**config.mk**
```make
export PLATFORM = sky130hd
export DESIGN_NAME = booth_mult
export DESIGN_NICKNAME = d
export VERILOG_FILES = /design/src/rtl/booth_pkg.sv /design/src/rtl/booth_ctrl.sv /design/src/rtl/booth_dpath.sv /design/src/rtl/booth_mult.sv
export SDC_FILE = /design/constraint.sdc
export NUM_CORES = 1
export LEC_CHECK = 0
export ABC_AREA = 1
export ABC_CLOCK_PERIOD_IN_PS = 3520
export BUFFER_PORTS_ARGS = -buffer_cell sky130_fd_sc_hd__clkbuf_2
export CAP_MARGIN = 20
export CORE_MARGIN = 10
export CORE_UTILIZATION = 40
export DETAILED_ROUTE_END_ITERATION = 6
export PLACE_DENSITY_LB_ADDON = 0.1
export SLEW_MARGIN = 20
export SYNTH_ARGS = -nofsm -noshare
export SYNTH_HDL_FRONTEND = slang
export SYNTH_SLANG_ARGS = --single-unit
```
**constraint.sdc**
```tcl
create_clock -name clk -period 3.52 [get_ports clk]
set_input_delay 0.352 -clock clk [delete_from_list [all_inputs] [get_ports clk]]
set_output_delay 0.352 -clock clk [all_outputs]
set_load 0.05 [all_outputs]
```
**src/rtl/booth_pkg.sv**
```systemverilog
package booth_pkg;

  // Strobes the control unit sends to the datapath.
  typedef struct packed {
    logic load;   // capture operands, clear accumulator
    logic step;   // one recode + arithmetic shift
  } boothCtrl_t;

  typedef enum logic [1:0] {
    BOOTH_KEEP = 2'd0,
    BOOTH_ADD  = 2'd1,
    BOOTH_SUB  = 2'd2
  } boothAct_t;

  // pair {current multiplier bit, appended bit below it}
  function automatic boothAct_t boothRecode(input logic curBit, input logic prevBit);
    boothAct_t act;
    unique case ({curBit, prevBit})
      2'b10:   act = BOOTH_SUB;  // a run of ones begins
      2'b01:   act = BOOTH_ADD;  // a run of ones has ended
      default: act = BOOTH_KEEP; // 00 or 11: inside a run
    endcase
    return act;
  endfunction

endpackage

```
**src/rtl/booth_ctrl.sv**
```systemverilog
module booth_ctrl
  import booth_pkg::*;
#(
  parameter int N = 32
) (
  input  logic       clk,
  input  logic       rst,
  input  logic       start,
  output boothCtrl_t strobes,
  output logic       busy,
  output logic       done
);

  localparam int CNT_W = (N > 2) ? $clog2(N) : 1;
  localparam int LAST  = N - 1;

  logic             busyQ;
  logic             doneQ;
  logic [CNT_W-1:0] stepCnt;
  logic             lastStep;

  assign lastStep = (stepCnt == CNT_W'(LAST));

  always_ff @(posedge clk) begin
    if (rst) begin
      busyQ   <= 1'b0;
      doneQ   <= 1'b0;
      stepCnt <= '0;
    end else begin
      doneQ <= 1'b0;
      if (!busyQ) begin
        if (start) begin
          busyQ   <= 1'b1;
          stepCnt <= '0;
        end
      end else begin
        stepCnt <= stepCnt + 1'b1;
        if (lastStep) begin
          busyQ <= 1'b0;
          doneQ <= 1'b1;
        end
      end
    end
  end

  always_comb begin
    strobes.load = start && !busyQ;
    strobes.step = busyQ;
  end

  assign busy = busyQ;
  assign done = doneQ;

  AST_DONE_ONE_CYCLE: assert property (@(posedge clk) disable iff (rst)
    done |=> !done);
  AST_BUSY_DONE_EXCL: assert property (@(posedge clk) disable iff (rst)
    !(busy && done));
  AST_DONE_ON_FALL: assert property (@(posedge clk) disable iff (rst)
    $fell(busy) |-> done);
  AST_START_IGNORED: assert property (@(posedge clk) disable iff (rst)
    (busy && start && !lastStep) |=> (busy && stepCnt == CNT_W'($past(stepCnt) + 1'b1)));

endmodule

```
**src/rtl/booth_dpath.sv**
```systemverilog
module booth_dpath
  import booth_pkg::*;
#(
  parameter int N = 32
) (
  input  logic         clk,
  input  logic         rst,
  input  boothCtrl_t   strobes,
  input  logic [N-1:0] multiplicandIn,
  input  logic [N-1:0] multiplierIn,
  output logic [2*N-1:0] product
);

  localparam int EXT_W = N + 1;

  logic [N-1:0]     mcandQ;
  logic [N-1:0]     accHiQ;    // accumulator half
  logic [N-1:0]     accLoQ;    // multiplier half
  logic             appendQ;   // bit appended below the LSB
  boothAct_t        act;
  logic [EXT_W-1:0] hiExt;
  logic [EXT_W-1:0] mcandExt;
  logic [EXT_W-1:0] sumExt;

  assign act      = boothRecode(accLoQ[0], appendQ);
  assign hiExt    = {accHiQ[N-1], accHiQ};
  assign mcandExt = {mcandQ[N-1], mcandQ};

  // One extra bit keeps the true sign when subtracting the most negative value.
  always_comb begin
    unique case (act)
      BOOTH_ADD: sumExt = hiExt + mcandExt;
      BOOTH_SUB: sumExt = hiExt - mcandExt;
      default:   sumExt = hiExt;
    endcase
  end

  always_ff @(posedge clk) begin
    if (rst) begin
      mcandQ  <= '0;
      accHiQ  <= '0;
      accLoQ  <= '0;
      appendQ <= 1'b0;
    end else if (strobes.load) begin
      mcandQ  <= multiplicandIn;
      accHiQ  <= '0;
      accLoQ  <= multiplierIn;
      appendQ <= 1'b0;
    end else if (strobes.step) begin
      // arithmetic right shift of {sumExt, accLoQ, appendQ}
      accHiQ  <= sumExt[EXT_W-1:1];
      accLoQ  <= {sumExt[0], accLoQ[N-1:1]};
      appendQ <= accLoQ[0];
    end
  end

  assign product = {accHiQ, accLoQ};

  AST_PRODUCT_HOLD: assert property (@(posedge clk) disable iff (rst)
    (!strobes.load && !strobes.step) |=> $stable(product));
  AST_APPEND_FROM_LSB: assert property (@(posedge clk) disable iff (rst)
    strobes.step |=> (appendQ == $past(accLoQ[0])));
  AST_LOW_SHIFT: assert property (@(posedge clk) disable iff (rst)
    strobes.step |=> (accLoQ[N-2:0] == $past(accLoQ[N-1:1])));
  AST_MCAND_KEPT: assert property (@(posedge clk) disable iff (rst)
    strobes.step |=> $stable(mcandQ));

endmodule

```
**src/rtl/booth_mult.sv**
```systemverilog
module booth_mult
  import booth_pkg::*;
#(
  parameter int N = 32
) (
  input  logic           clk,
  input  logic           rst,
  input  logic           start,
  input  logic [N-1:0]   multiplicandIn,
  input  logic [N-1:0]   multiplierIn,
  output logic           busy,
  output logic           done,
  output logic [2*N-1:0] product
);

  boothCtrl_t strobes;

  booth_ctrl #(.N(N)) uCtrl (
    .clk     (clk),
    .rst     (rst),
    .start   (start),
    .strobes (strobes),
    .busy    (busy),
    .done    (done)
  );

  booth_dpath #(.N(N)) uDpath (
    .clk            (clk),
    .rst            (rst),
    .strobes        (strobes),
    .multiplicandIn (multiplicandIn),
    .multiplierIn   (multiplierIn),
    .product        (product)
  );

endmodule

```
==> Word level (Yosys, flattened, before mapping) <==
Cells that the tools add are included.
{ "op_classes": {"n_eq_ne": 5, "n_addsub": 3, "reduce_logical": 8, "n_bitwise": 1, "n_mux": 10} }
{ "ops": {"columns": ["operator", "n"], "rows": [
  ["$pmux 33 s2", 1],
  ["$mux 32", 2],
  ["$add 32x32->33", 1],
  ["$sub 32x32->33", 1],
  ["$mux 5", 2],
  ["$reduce_bool 2->1", 3],
  ["$add 5x1->5 const B", 1],
  ["$eq 5x5->1 const B", 1],
  ["$eq 2x1->1 const B", 2],
  ["$eq 2x2->1 const B", 2],
  ["$mux 1", 4],
  ["$pmux 2 s2", 1],
  ["$reduce_or 2->1", 2],
  ["$reduce_and 2->1", 1],
  ["$logic_and 1x1->1", 1],
  ["$logic_not 1->1", 1],
  ["$not 1->1", 1]
]} }
{ "word_totals": {"register_bits": 104, "out_inout_bits": 66} }

==> Logic depth before layout (Yosys ltp) <==
{ "logic_depth": {"depth_word": 6, "mapped_depth": 26, "mapped_depth_nobuf": 26} }

==> Modules after synthesis <==
A second synthesis with hierarchy kept.
{ "hier_totals": {"hier_cells": 1290, "area_unflattened_um2": 7677.4} }
{ "modules_own_cells": {"columns": ["module", "area_per_inst_um2", "instances", "cells_each", "seq_area_each_um2"], "rows": [
  ["booth_dpath", 7322.0, 1, 1245, 1941.9],
  ["booth_ctrl", 355.3, 1, 45, 140.1]
]} }

==> Worst setup path before layout <==
OpenSTA, ideal clock, no wires.
{ "synth_timing": {"kind": "reg-to-reg", "start": "register uDpath.accLoQ[0]", "end": "register uDpath.accHiQ[31]", "arrival_ns": 2.740, "path_stages_with_launch": 21, "setup_time_ns": 0.064, "path_slack_ns": 0.716, "path_cell_list": "dfxtp_1 ha_1 inv_2 buf_2 o31ai_1 xor2_1 inv_1 ha_1 nand2_1 inv_1 a21oi_1 nand2_1 nand2_1 nand2_2 nand2_1 nand2_1 nand2_1 nand2_1 nor2_1 nor2_1 nor2_1"} }
{ "synth_via": {"elab_chain_len": 5, "word_cells_on_any_way": 8, "classes_between": "eq/ne (4); mux (2); reduce/logical (2)"} }
{ "synth_lines": {"columns": ["item", "line", "rtl"], "rows": [
  ["start: declaration", "booth_dpath.sv:18", "logic [N-1:0] accLoQ;"],
  ["start signal: assignment", "booth_dpath.sv:47", "accLoQ <= multiplierIn;"],
  ["start signal: assignment", "booth_dpath.sv:52", "accLoQ <= {sumExt[0], accLoQ[N-1:1]};"],
  ["$eq 2x1->1 / $eq 2x2->1 (equally long branches)", "booth_pkg.sv:18", "unique case ({curBit, prevBit})"],
  ["$pmux 2 s2 (*)", "booth_pkg.sv:18", null],
  ["$eq 2x1->1 / $eq 2x2->1 (equally long branches)", "booth_dpath.sv:31", "unique case (act)"],
  ["$reduce_bool 2->1 (no line)", null, null],
  ["$reduce_and 2->1 (no line)", null, null],
  ["end signal: assignment", "booth_dpath.sv:51", "accHiQ <= sumExt[EXT_W-1:1];"],
  ["end: declaration", "booth_dpath.sv:17", "logic [N-1:0] accHiQ;"]
]} }
Mark *: on every way between the ends. The rest lies on a longest branch, timed or not.
A chain may end at the register's enable or synchronous reset.

==> Worst setup path in the final report <==
{ "layout_timing": {"start": "register uDpath.mcandQ[0]", "end": "register uDpath.accHiQ[28]"} }
{ "layout_via": {"elab_chain_len": 2, "word_cells_on_any_way": 3, "classes_between": "add/sub (2); mux (1)"} }
{ "layout_lines": {"columns": ["item", "line", "rtl"], "rows": [
  ["start: declaration", "booth_dpath.sv:16", "logic [N-1:0] mcandQ;"],
  ["start signal: assignment", "booth_dpath.sv:45", "mcandQ <= multiplicandIn;"],
  ["$sub 32x32->33 / $add 32x32->33 (equally long branches)", "booth_dpath.sv:33, booth_dpath.sv:32", null],
  ["$pmux 33 s2 (*)", "booth_dpath.sv:31", null]
]} }
Marks and branches as above.

==> flow_summary.html <==
<table>
<tr><th>Metric</th><th>Value</th></tr>
<tr><th colspan="2">Detailed routing</th></tr>
<tr><td>Vias per std cell</td><td>4.78</td></tr>
<tr><td>Total detailed-routing wirelength</td><td>23,300 µm</td></tr>
<tr><td>Final routed wire length divided by cell count</td><td>14.1 µm</td></tr>
<tr><td>First-pass DRT Iterations</td><td>5</td></tr>
<tr><td>Antenna Violating Nets Remaining</td><td>0</td></tr>
<tr><td>1st-iter DRT viols</td><td>559</td></tr>
<tr><td>Number of remaining DRC errors</td><td>0</td></tr>
<tr><td>Via count</td><td>7,875</td></tr>
<tr><th colspan="2">Worst setup path</th></tr>
<tr><td>Required time of the worst setup path</td><td>3.76 ns</td></tr>
<tr><td>Arrival time worst endpoint</td><td>3.47 ns</td></tr>
<tr><td>Kind of critical path</td><td>reg2reg</td></tr>
<tr><td>Worst-path maximum fanout</td><td>5</td></tr>
<tr><td>Kind of start point of the critical path</td><td>register</td></tr>
<tr><td>Number of cells on the worst reg-to-reg path</td><td>22</td></tr>
<tr><td>Register-to-register setup slack</td><td>0.30 ns</td></tr>
<tr><td>Critical R2R Launch</td><td>uDpath.mcandQ[0]$_SDFFE_PP0P_</td></tr>
<tr><td>Critical R2R Capture</td><td>uDpath.accHiQ[28]$_SDFFE_PP0P_</td></tr>
<tr><td>Kind of capture point of the worst setup path</td><td>register</td></tr>
<tr><th colspan="2">Pwr</th></tr>
<tr><td>Static leakage</td><td>4.86 nW</td></tr>
<tr><td>Pwr/cell area</td><td>388 nW/µm²</td></tr>
<tr><td>VDD IR max</td><td>0.210 mV</td></tr>
<tr><th colspan="2">Final layout</th></tr>
<tr><td>Layout-stage area growth over the synthesis result</td><td>15.7%</td></tr>
<tr><td>Number of antenna diodes</td><td>0</td></tr>
<tr><td>Net total in the final layout</td><td>1,514</td></tr>
<tr><td>Commonest cells after routing, fill and taps aside</td><td>430 x sky130_fd_sc_hd__nand2_1, 213 x sky130_fd_sc_hd__inv_1, 153 x sky130_fd_sc_hd__nor2_1</td></tr>
<tr><td>Most frequent standard cell in the layout excluding fill and tap cells</td><td>sky130_fd_sc_hd__nand2_1</td></tr>
<tr><td>Fraction of layout instances using a drive strength above 1</td><td>13.1%</td></tr>
<tr><td>Design area</td><td>8830 µm²</td></tr>
<tr><th colspan="2">Floorplanning</th></tr>
<tr><td>Core Region</td><td>18,800 µm²</td></tr>
<tr><td>FP Rows</td><td>50</td></tr>
<tr><td>Width of the die</td><td>158 µm</td></tr>
<tr><td>I/O pin cnt</td><td>133</td></tr>
<tr><td>Die height</td><td>158 µm</td></tr>
<tr><td>Starting density of the core</td><td>40.7%</td></tr>
<tr><td>Die area</td><td>25,000 µm²</td></tr>
<tr><th colspan="2">Clock network</th></tr>
<tr><td>CTS Hold Buffers Added</td><td>0</td></tr>
<tr><td>Clock latency on the worst-skew pair</td><td>0.36 ns</td></tr>
<tr><td>Number of buffers on the longest clock path</td><td>2</td></tr>
<tr><td>Cell at the root of the clock tree</td><td>sky130_fd_sc_hd__clkbuf_16</td></tr>
<tr><td>Clock transition time at the flip-flop clock pins of the worst setup and hold paths</td><td>0.08 ns</td></tr>
<tr><td># H-tree levels</td><td>3</td></tr>
<tr><td>CTS tree</td><td>yes</td></tr>
<tr><td>Sinks on Clock Net</td><td>104</td></tr>
<tr><td>CTS buffer count</td><td>9</td></tr>
<tr><th colspan="2">STA</th></tr>
<tr><td>Tmin final</td><td>3.22 ns</td></tr>
<tr><td>Setup-violating endpoint count in the final report</td><td>0</td></tr>
<tr><td>Share of the clock period used by the worst path</td><td>91.6%</td></tr>
<tr><td>Unrepaired setup endpoints after global routing</td><td>no</td></tr>
<tr><td>Slew at the pin with the worst max-slew slack</td><td>0.771 ns</td></tr>
<tr><td>Final hold violations</td><td>0</td></tr>
<tr><td>Final setup TNS</td><td>0 ns</td></tr>
<tr><td>Max Slew Vio Count</td><td>0</td></tr>
<tr><td>Final clock skew</td><td>0.0104 ns</td></tr>
<tr><td>Upper clock frequency limit</td><td>310 MHz</td></tr>
<tr><td>Max-slew headroom at the worst pin</td><td>48.5%</td></tr>
<tr><th colspan="2">Place</th></tr>
<tr><td>Half-perimeter wire length after detailed placement</td><td>18,300 µm</td></tr>
<tr><td>Count of buffers from port buffering</td><td>132</td></tr>
<tr><td>Final RePlAce weighted congestion</td><td>0.909</td></tr>
<tr><td>Area after DPL</td><td>8520 µm²</td></tr>
<tr><th colspan="2">Synthesis</th></tr>
<tr><td>Primary FF master, synth</td><td>sky130_fd_sc_hd__dfxtp_1</td></tr>
<tr><td>Number of synthesis warnings</td><td>0</td></tr>
<tr><td>Unique masters post-synth</td><td>46</td></tr>
<tr><td>Number of flip-flops and latches in the synthesized netlist</td><td>104</td></tr>
<tr><td>Dominant cells by area after synthesis</td><td>sky130_fd_sc_hd__dfxtp_1 27%, sky130_fd_sc_hd__nand2_1 21%, sky130_fd_sc_hd__inv_1 11%</td></tr>
<tr><td>Sequential cell area fraction in the yosys report</td><td>27.3%</td></tr>
<tr><td>Number of enable flip-flop cells after synthesis</td><td>0</td></tr>
<tr><td>Synthesized netlist cell count</td><td>1,299</td></tr>
<tr><td>Post-Synthesis Net Count</td><td>1,403</td></tr>
<tr><td>Proportion of synthesized flip-flops having asynchronous set or reset</td><td>0%</td></tr>
<tr><td>Post-synth top area share</td><td>27.3%</td></tr>
<tr><td>Post-Synthesis Mean Instance Area</td><td>5.88 µm²</td></tr>
<tr><td>Post-synthesis cell type with the largest combined area</td><td>sky130_fd_sc_hd__dfxtp_1</td></tr>
<tr><td>Cell area after synthesis</td><td>7640 µm²</td></tr>
<tr><th colspan="2">Run</th></tr>
<tr><td>MaxCap Viol Count</td><td>0</td></tr>
<tr><th colspan="2">Global route</th></tr>
<tr><td>Wire length of the first global-routing pass</td><td>38,000 µm</td></tr>
<tr><td>Total global routing track utilization</td><td>18.9%</td></tr>
<tr><td>Antenna violations before repair</td><td>1</td></tr>
<tr><td>Maximum number of pins on one net before global-route repair</td><td>53</td></tr>
<tr><td>Via count of the first global-routing pass</td><td>7,584</td></tr>
<tr><td>Residual overflow from global routing</td><td>0</td></tr>
<tr><th colspan="2">Worst hold path</th></tr>
<tr><td>Worst hold path class</td><td>in2reg</td></tr>
<tr><td>WHS Endpoint</td><td>uDpath.mcandQ[23]$_SDFFE_PP0P_</td></tr>
<tr><td>Worst hold start</td><td>multiplicandIn[23]</td></tr>
<tr><td>Hold Crit Depth</td><td>3</td></tr>
<tr><th colspan="2">Run status</th></tr>
<tr><td>Outcome</td><td>completed</td></tr>
</table>
metal layers:
metal / vias up / GRT usage, % / part of all wire (%)
met4: 2 / 4.90 / 1.2
met5: - / 0 / 0.073
met1: 3450 / 24.8 / 48
li1: 4235 / - / -
met3: 17 / 5.10 / 7.0
met2: 171 / 29.8 / 43
layout make-up:
type	instances	area (µm²)
clock buffer	10	229
clock inverter	6	81.3
fill	2081	9930
inverter	221	833
multi-input combinational	931	4560
sequential	104	2080
tap	234	293
timing repair buffer	143	756
how the worst max path moves through the flow:
stage	to	start	slack [ns]
after CTS	uDpath.accHiQ[28]$_SDFFE_PP0P_	uDpath.mcandQ[0]$_SDFFE_PP0P_	0.28
after global placement	uDpath.accHiQ[28]$_SDFFE_PP0P_	uDpath.mcandQ[0]$_SDFFE_PP0P_	0.37
after global routing	uDpath.accHiQ[26]$_SDFFE_PP0P_	uDpath.mcandQ[0]$_SDFFE_PP0P_	0.006
after floorplan	uDpath.accHiQ[31]$_SDFFE_PP0P_	uDpath.accLoQ[0]$_SDFFE_PP0P_	0.72
final	uDpath.accHiQ[28]$_SDFFE_PP0P_	uDpath.mcandQ[0]$_SDFFE_PP0P_	0.30
after detailed placement	uDpath.accHiQ[28]$_SDFFE_PP0P_	uDpath.mcandQ[0]$_SDFFE_PP0P_	0.30
sequential cells by signal (all words and copies together) (netlist names):
name and count:
uCtrl.stepCnt 5, uCtrl.done 1, uDpath.accLoQ 32, uCtrl.busy 1
uDpath.accHiQ 32, uDpath.mcandQ 32, uDpath.appendQ 1
cell usage after synthesis, types with 6 or more instances:
cell / instances
sky130_fd_sc_hd__o21ai_0: 52
sky130_fd_sc_hd__ha_1: 36
sky130_fd_sc_hd__dfxtp_1: 104
sky130_fd_sc_hd__nor3_1: 10
sky130_fd_sc_hd__xnor2_1: 12
sky130_fd_sc_hd__xor2_1: 29
sky130_fd_sc_hd__o221ai_1: 9
sky130_fd_sc_hd__o211ai_1: 11
sky130_fd_sc_hd__a21oi_1: 85
sky130_fd_sc_hd__nand2_1: 430
sky130_fd_sc_hd__nand3_1: 57
sky130_fd_sc_hd__o21ai_1: 6
sky130_fd_sc_hd__inv_1: 215
sky130_fd_sc_hd__clkbuf_1: 31
sky130_fd_sc_hd__nor2_1: 154
sky130_fd_sc_hd__buf_2: 6
kinds of logic after synthesis:
group | share of synthesized area [%]
AO/OA/AOI/OAI | 12.7
AND/OR/NAND/NOR | 36.0
adder cells (fa/ha/maj) | 6.16
flip-flops | 27.3
buffers and inverters | 13.2
XOR/XNOR | 4.70
stage by stage:
step	instances	total power (W)	hold WS, ns	setup WS (ns)	utilization [%]
5_1_grt	1649	0.00363	0.215	0.00565	47.1
3_3_place_gp	1633	0.00233	0.457	0.372	45.4
2_1_floorplan	1299	0.00207	0.421	0.716	-
3_5_place_dp	1633	0.00234	0.459	0.297	45.4
6_report	1649	0.00343	0.211	0.297	47.1
4_1_cts	1649	0.00345	0.203	0.283	47.1
worst max-delay path, cell delays in order, from the launching register on:
cell	delay, ns
sky130_fd_sc_hd__dfxtp_1	0.33
sky130_fd_sc_hd__clkinv_2	0.07
sky130_fd_sc_hd__ha_1	0.18
sky130_fd_sc_hd__nand2_2	0.10
sky130_fd_sc_hd__nor2_4	0.15
sky130_fd_sc_hd__nand4_2	0.12
sky130_fd_sc_hd__nor2_2	0.16
sky130_fd_sc_hd__nand2_2	0.09
sky130_fd_sc_hd__nand2_1	0.10
sky130_fd_sc_hd__nand2_1	0.09
sky130_fd_sc_hd__xor2_1	0.17
sky130_fd_sc_hd__inv_1	0.08
sky130_fd_sc_hd__ha_1	0.38
sky130_fd_sc_hd__a21oi_2	0.20
sky130_fd_sc_hd__inv_1	0.06
sky130_fd_sc_hd__a21oi_1	0.19
sky130_fd_sc_hd__nand2_1	0.07
sky130_fd_sc_hd__a21oi_1	0.25
sky130_fd_sc_hd__nand2_1	0.09
sky130_fd_sc_hd__nand2_1	0.06
sky130_fd_sc_hd__nand3_1	0.06
sky130_fd_sc_hd__nand2_1	0.06
sky130_fd_sc_hd__a21oi_1	0.05
power by group:
group / switching, W / leakage (nW) / internal (W) / total, W
Combinational: 0.000677 / 3.86 / 0.000326 / 0.00100
Sequential: 0.0000662 / 0.852 / 0.00124 / 0.00131
Clock: 0.000541 / 0.153 / 0.000575 / 0.00112
Total: 0.00128 / 4.86 / 0.00214 / 0.00343
what timing repair did:
action	4_1_cts	5_1_grt
endpoints found under the setup margin	0	1
gates resized for setup	0	1
setup buffers	0	0
Power figures use the tool's default switching activity.
